--- src/rtl/sawgen_pkg.sv ---
package sawgen_pkg;
    typedef enum logic [1:0] {
        MODE_IDLE     = 2'd0,
        MODE_SWEEP    = 2'd1,
        MODE_REGULATE = 2'd2,
        MODE_CAPM     = 2'd3
    } saw_mode_e;
endpackage

--- src/rtl/sawgen_ctrl.sv ---
module sawgen_ctrl
    import sawgen_pkg::*;
#(
    parameter int CW_W     = 8,
    parameter int CORR_W   = 8,
    parameter int RAMP_DIV = 4
) (
    input  logic                     clk,
    input  logic                     rst_n,
    input  logic                     enable,
    input  logic                     hold,
    input  logic                     cap_req,
    input  logic signed [CORR_W-1:0] corr,
    output saw_mode_e                state,
    output logic [CW_W-1:0]          cw,
    output logic                     fmin
);
    localparam int PRE_W = $clog2(RAMP_DIV + 1);
    localparam logic [CW_W-1:0] CW_CLAMP = {CW_W{1'b1}};
    localparam logic [PRE_W-1:0] PRE_LAST = PRE_W'(RAMP_DIV - 1);
    localparam int SUM_W = ((CW_W + 1) > CORR_W ? (CW_W + 1) : CORR_W) + 1;

    saw_mode_e        state_n;
    logic [CW_W-1:0]  cw_n;
    logic [PRE_W-1:0] pre, pre_n;
    logic signed [SUM_W-1:0] reg_sum;

    // state register
    always_ff @(posedge clk or negedge rst_n) begin
        if (!rst_n) state <= MODE_IDLE;
        else        state <= state_n;
    end

    // transitions
    always_comb begin
        state_n = state;
        unique case (state)
            MODE_IDLE:     if (enable) state_n = MODE_SWEEP;                 // start
            MODE_SWEEP:    if (cap_req) state_n = MODE_CAPM;                 // cap_hit
                           else if (cw == CW_CLAMP) state_n = MODE_REGULATE; // lit
            MODE_REGULATE: if (cap_req) state_n = MODE_CAPM;                 // cap_hit
            MODE_CAPM:     if (cw == '0 && !cap_req) state_n = MODE_SWEEP;   // recover
        endcase
        if (!enable) state_n = MODE_IDLE;                                    // shutdown
    end

    // saturating correction sum
    always_comb begin
        reg_sum = $signed({{(SUM_W-CW_W){1'b0}}, cw}) + SUM_W'(corr);
    end

    // control word and ramp prescaler
    always_comb begin
        cw_n  = cw;
        pre_n = pre;
        unique case (state)
            MODE_IDLE: begin
                cw_n  = '0;
                pre_n = '0;
            end
            MODE_SWEEP: begin
                if (!hold) begin
                    if (pre == PRE_LAST) begin
                        pre_n = '0;
                        if (cw != CW_CLAMP) cw_n = cw + 1'b1;
                    end else begin
                        pre_n = pre + 1'b1;
                    end
                end
            end
            MODE_REGULATE: begin
                if (!hold) begin
                    if (reg_sum < 0)
                        cw_n = '0;
                    else if (reg_sum > $signed({{(SUM_W-CW_W){1'b0}}, CW_CLAMP}))
                        cw_n = CW_CLAMP;
                    else
                        cw_n = reg_sum[CW_W-1:0];
                end
            end
            MODE_CAPM: begin
                pre_n = '0;
                if (cw != '0) cw_n = cw - 1'b1;
            end
        endcase
        if (!enable) begin
            cw_n  = '0;
            pre_n = '0;
        end
    end

    always_ff @(posedge clk or negedge rst_n) begin
        if (!rst_n) begin
            cw  <= '0;
            pre <= '0;
        end else begin
            cw  <= cw_n;
            pre <= pre_n;
        end
    end

    // outputs decoded from state
    always_comb begin
        fmin = (state == MODE_REGULATE);
    end
endmodule

--- src/rtl/sawgen_incmap.sv ---
module sawgen_incmap #(
    parameter int CW_W    = 8,
    parameter int PH_W    = 12,
    parameter int INC_MAX = 256,
    parameter int INC_MIN = 104
) (
    input  logic [CW_W-1:0] cw,
    input  logic            force_max,
    output logic [PH_W-1:0] inc
);
    localparam int PROD_W = CW_W + PH_W;
    localparam logic [PROD_W-1:0] SPAN = PROD_W'(INC_MAX - INC_MIN);
    localparam logic [PH_W-1:0]   TOP  = PH_W'(INC_MAX);

    logic [PROD_W-1:0] prod;

    always_comb begin
        prod = SPAN * PROD_W'(cw);
        if (force_max) inc = TOP;
        else           inc = TOP - PH_W'(prod >> CW_W);
    end
endmodule

--- src/rtl/sawgen_phase.sv ---
module sawgen_phase #(
    parameter int PH_W = 12
) (
    input  logic            clk,
    input  logic            rst_n,
    input  logic            clear,
    input  logic [PH_W-1:0] inc,
    output logic [PH_W-1:0] phase,
    output logic            wrap
);
    logic [PH_W:0] sum;

    always_comb begin
        sum = {1'b0, phase} + {1'b0, inc};
    end

    always_ff @(posedge clk or negedge rst_n) begin
        if (!rst_n) begin
            phase <= '0;
            wrap  <= 1'b0;
        end else if (clear) begin
            phase <= '0;
            wrap  <= 1'b0;
        end else begin
            phase <= sum[PH_W-1:0];
            wrap  <= sum[PH_W];
        end
    end
endmodule

--- src/rtl/saw_sweep_gen.sv ---
module saw_sweep_gen
    import sawgen_pkg::*;
#(
    parameter int CW_W     = 8,
    parameter int PH_W     = 12,
    parameter int CORR_W   = 8,
    parameter int RAMP_DIV = 4,
    parameter int INC_MAX  = 256,
    parameter int INC_MIN  = 104
) (
    input  logic                     clk,
    input  logic                     rst_n,
    input  logic                     enable,
    input  logic                     hold,
    input  logic                     cap_req,
    input  logic signed [CORR_W-1:0] corr,
    output logic [PH_W-1:0]          phase,
    output logic                     wrap_pulse,
    output logic                     fmin_reached,
    output logic [CW_W-1:0]          ctrl_word,
    output logic [1:0]               mode
);
    saw_mode_e       st;
    logic [PH_W-1:0] inc;

    sawgen_ctrl #(.CW_W(CW_W), .CORR_W(CORR_W), .RAMP_DIV(RAMP_DIV)) u_ctrl (
        .clk(clk), .rst_n(rst_n), .enable(enable), .hold(hold),
        .cap_req(cap_req), .corr(corr), .state(st), .cw(ctrl_word),
        .fmin(fmin_reached)
    );

    sawgen_incmap #(.CW_W(CW_W), .PH_W(PH_W), .INC_MAX(INC_MAX), .INC_MIN(INC_MIN)) u_map (
        .cw(ctrl_word), .force_max(st == MODE_CAPM), .inc(inc)
    );

    sawgen_phase #(.PH_W(PH_W)) u_acc (
        .clk(clk), .rst_n(rst_n), .clear(st == MODE_IDLE), .inc(inc),
        .phase(phase), .wrap(wrap_pulse)
    );

    assign mode = st;
endmodule

--- config.mk ---
export PLATFORM = sky130hd
export DESIGN_NAME = saw_sweep_gen
export DESIGN_NICKNAME = d
export VERILOG_FILES = /design/src/rtl/sawgen_pkg.sv /design/src/rtl/sawgen_ctrl.sv /design/src/rtl/sawgen_incmap.sv /design/src/rtl/sawgen_phase.sv /design/src/rtl/saw_sweep_gen.sv
export SDC_FILE = /design/constraint.sdc
export NUM_CORES = 1
export LEC_CHECK = 0
export ABC_AREA = 1
export CORE_ASPECT_RATIO = 2
export CORE_MARGIN = 5
export CORE_UTILIZATION = 59
export DETAILED_ROUTE_END_ITERATION = 8
export DONT_BUFFER_PORTS = 1
export GPL_ROUTABILITY_DRIVEN = 0
export PLACE_DENSITY_LB_ADDON = 0.12
export SYNTH_ARGS = -nofsm -noshare
export SYNTH_HDL_FRONTEND = slang
export SYNTH_HIERARCHICAL = 1
export SYNTH_SLANG_ARGS = --single-unit
--- constraint.sdc ---
create_clock -name clk -period 3.4 [get_ports clk]
set_clock_uncertainty 0.2 [all_clocks]
set_input_delay 0.68 -clock clk [delete_from_list [all_inputs] [get_ports clk]]
set_output_delay 0.68 -clock clk [all_outputs]
set_load 0.05 [all_outputs]
==> impl_results.md <==
* Outcome: finished, violations left
* Failing checks: negative setup slack
* Peak VDD IR at approximately 0.30 mV
* Routed len/inst at about 16 µm
* DRC errors left at 0
* Setup ws final at -0.563 ns
* Leakage at roughly 2.7 nW
* Die area at approximately 8100 µm²
* GRT overflow at 0
* RSZ-0062 raised after global routing: yes
* Top cell type by total area after synthesis: dfrtp_1
* IO Count at 37
* Die Y at between 100 and 150 µm
* Sequential cell area fraction in the yosys report at between 10% and 20%
* Worst slew pin tran at 0.577 ns
* Sequential Area at approximately 670 µm²
* Clk root buf: clkbuf_16
* Area added between synthesis and finish at 27.6%
* Vias/cell at between 5 and 6
* Post-route design area at around 4800 µm²
* Via count at between 3,000 and 4,000
* Pwr dens at 661 nW/µm²
* Crit path kind: register to register
* PortBufs at 0
* Max-slew violations at 0
* ANT cells at 0
* Post-synth top cells: nand2_1, inv_1, ha_1, nor2_1, nand3_1
* Largest net degree at the start of global routing at 27
* Post-synth ARST share at 100%
* Antenna Violating Nets Remaining at 0
* Synthesized area at between 3000 and 4000 µm²
* First-pass GRT wire length at around 18 mm
* CP arrival at slightly below 4 ns
* Top_reg_cell synth: dfrtp_1
* Worst-path fanout max at 5
* CTS tree: done
* Crit path launch type: register
* Placed cell areas at ~4200 µm²
* Sink Count at 26
* GR Util All Layers at around 29%
* Max-slew headroom at 61.2%
* Final Hold Vio Count at 0
* Number of global-route vias before repair at between 4,000 and 5,000
* Clock-pin transition on the worst setup and hold timing paths at about 0.070 ns
* Nets@finish at 688
* Core Box Area at about 6300 µm²
* DP Wirelength at approximately 8.5 mm
* Hold_ws at 0.0323 ns
* Clk_lat worst skew at around 0.26 ns
* Mean Syn Cell Area at ~6.6 µm²
* Worst path required time at 3.39 ns
* Area of the multi-input gates at roughly 3200 µm²
* Initial antenna violation count at 0
* FMAX at approximately 0.25 GHz
* Most frequent cell after synthesis: nand2_1
* Synthesized instance count at ~570
* # setup viols final at 11
* Unique masters post-synth at 40
* Die W at between 60 and 70 µm
* Fill cell count at roughly 480
* Inserted Clock Buffers at 3
* Initial Utilization at between 50% and 60%
* First-pass DRT Iterations at 5
* Crit end category: register
* FF+latch count, synth at 26
* Share of post-route cells with drive strength above 1 at 32.1%
* HP Class: input port to asynchronous set/reset pin
* DR iter-0 viols at 268
* Min Tclk post-route at between 3 and 4 ns
* Rows at 41
* Synth top area cells: dfrtp_1, ha_1, nand2_1
* Post-synth EDFFs at 0
* Synth top area share at 17.4%
* CTS H-Tree Depth at 1
* Fraction of the cycle the final worst path needs at 117%
* Longest Clk Path Bufs at 2
* Synth warn at 6
* Max Cap Violations at 0
* Drt total wl at around 11 mm
-- path summary, 6_finish.rpt --
check / startpoint / end / slack, ns / cells after the start
max in group asynchronous: rst_n / u_ctrl/cw[4]$_DFFE_PN0P_ / 2.79 / 1
max: u_ctrl/cw[5]$_DFFE_PN0P_ / u_acc/phase[9]$_DFF_PN0_ / -0.56 / 25
min in group clk: u_ctrl/pre[1]$_DFFE_PN0P_ / u_ctrl/pre[1]$_DFFE_PN0P_ / 0.36 / 2
max reg2reg: u_ctrl/cw[5]$_DFFE_PN0P_ / u_acc/phase[9]$_DFF_PN0_ / -0.56 / 25
min: rst_n / u_acc/phase[1]$_DFF_PN0_ / 0.03 / 1
min reg2reg: u_ctrl/pre[1]$_DFFE_PN0P_ / u_ctrl/pre[1]$_DFFE_PN0P_ / 0.36 / 2
-- state kept, by name, summed over array words and instances (netlist names) --
register      flops
u_acc/phase      12
u_acc/wrap        1
u_ctrl/cw         8
u_ctrl/pre        3
u_ctrl/state      2
-- metal layers --
| metal | vias to the layer above | routed length, µm | track usage (%) |
|---|---|---|---|
| met4 | 0 | 606 | 16.9 |
| li1 | 1906 | - | - |
| met2 | 140 | 6800 | 58.1 |
| met1 | 1857 | 3630 | 24.6 |
| met5 | - | 0 | 0 |
| met3 | 49 | 432 | 3.85 |
-- cell type report --
class	count	share of cell area (%)
Clock buffer	3	1.57
Inverter	94	7.38
Sequential cell	26	14.0
Clock inverter	1	0.628
Multi-Input combinational cell	444	66.2
Timing Repair Buffer	49	7.96
Tap cell	86	2.25
-- logic make-up (layout without fill, tap and decap cells) --
logic type / count (synthesis) / in the layout / share of synthesized area, %
AOI/OAI and AO/OA: 59 / 59 / 9.45
xor gates and xnor gates: 9 / 9 / 2.10
adders and majority gates: 57 / 57 / 20.2
buffers and inverters: 99 / 147 / 10.5
DFF: 26 / 26 / 17.4
other: 1 / 3 / 0.100
and+or+nand+nor: 316 / 316 / 40.2
-- where the power goes --
| part | internal (W) | switching, W |
|---|---|---|
| Combinational | 0.000879 | 0.00130 |
| Sequential | 0.000386 | 0.000243 |
| Clock | 0.000234 | 0.000112 |
-- metrics by stage --
| stage | instances | TNS [ns] | total power (W) | utilization, % | worst slack, ns |
|---|---|---|---|---|---|
| 2_1_floorplan | 569 | -2.51 | 0.00180 | - | -0.346 |
| 3_3_place_gp | 687 | -4.34 | 0.00221 | 67.0 | -0.581 |
| 3_5_place_dp | 687 | -4.96 | 0.00226 | 67.0 | -0.640 |
| 4_1_cts | 701 | -3.43 | 0.00297 | 74.8 | -0.425 |
| 5_1_grt | 703 | -6.38 | 0.00337 | 76.4 | -0.726 |
| 6_report | 703 | -4.72 | 0.00316 | 76.4 | -0.563 |
-- worst max-delay path, cell delays in order, from the launching register on --
cell	delay (ns)
dfrtp_4	0.50
ha_4	0.27
inv_2	0.03
fa_1	0.48
inv_2	0.05
ha_4	0.30
nand2_4	0.07
nor2_1	0.08
nand2_1	0.10
nand4_1	0.11
buf_4	0.11
buf_4	0.09
nand3_1	0.11
nor2_4	0.14
nand3_2	0.09
nand3_2	0.06
inv_1	0.06
nor2_4	0.18
ha_4	0.25
nand2_4	0.09
inv_1	0.06
a21oi_2	0.13
nand3_2	0.10
nand2_1	0.07
nand2_1	0.06
nor2_2	0.11
-- placed cells by master (no fill, tap or decap), types with 2 or more instances in the layout --
master / instances
a21boi_0: 3
a21o_1: 2
a21oi_1: 16
a21oi_2: 8
a21oi_4: 4
a31oi_1: 3
and2_1: 2
buf_4: 48
clkbuf_16: 3
conb_1: 3
dfrtp_1: 18
dfrtp_2: 5
dfrtp_4: 3
fa_1: 5
ha_1: 36
ha_4: 14
inv_1: 81
inv_2: 12
nand2_1: 143
nand2_2: 34
nand2_4: 14
nand3_1: 35
nand3_2: 11
nand3_4: 2
nand4_1: 9
nor2_1: 31
nor2_2: 11
nor2_4: 9
nor3_1: 3
nor4_1: 2
o21ai_0: 10
o21ai_1: 4
o21ai_2: 5
or2_2: 6
xnor2_1: 3
xor2_1: 5
-- repair_timing --
action / in CTS / in global routing
hold buffers: 1 / 0
hold endpoints to repair: 26 / 0
pin swaps: 41 / 20
buffers inserted: 9 / 2
setup endpoints to repair: 12 / 12
gates resized for setup: 64 / 22
(Power assumes the default switching activity.)
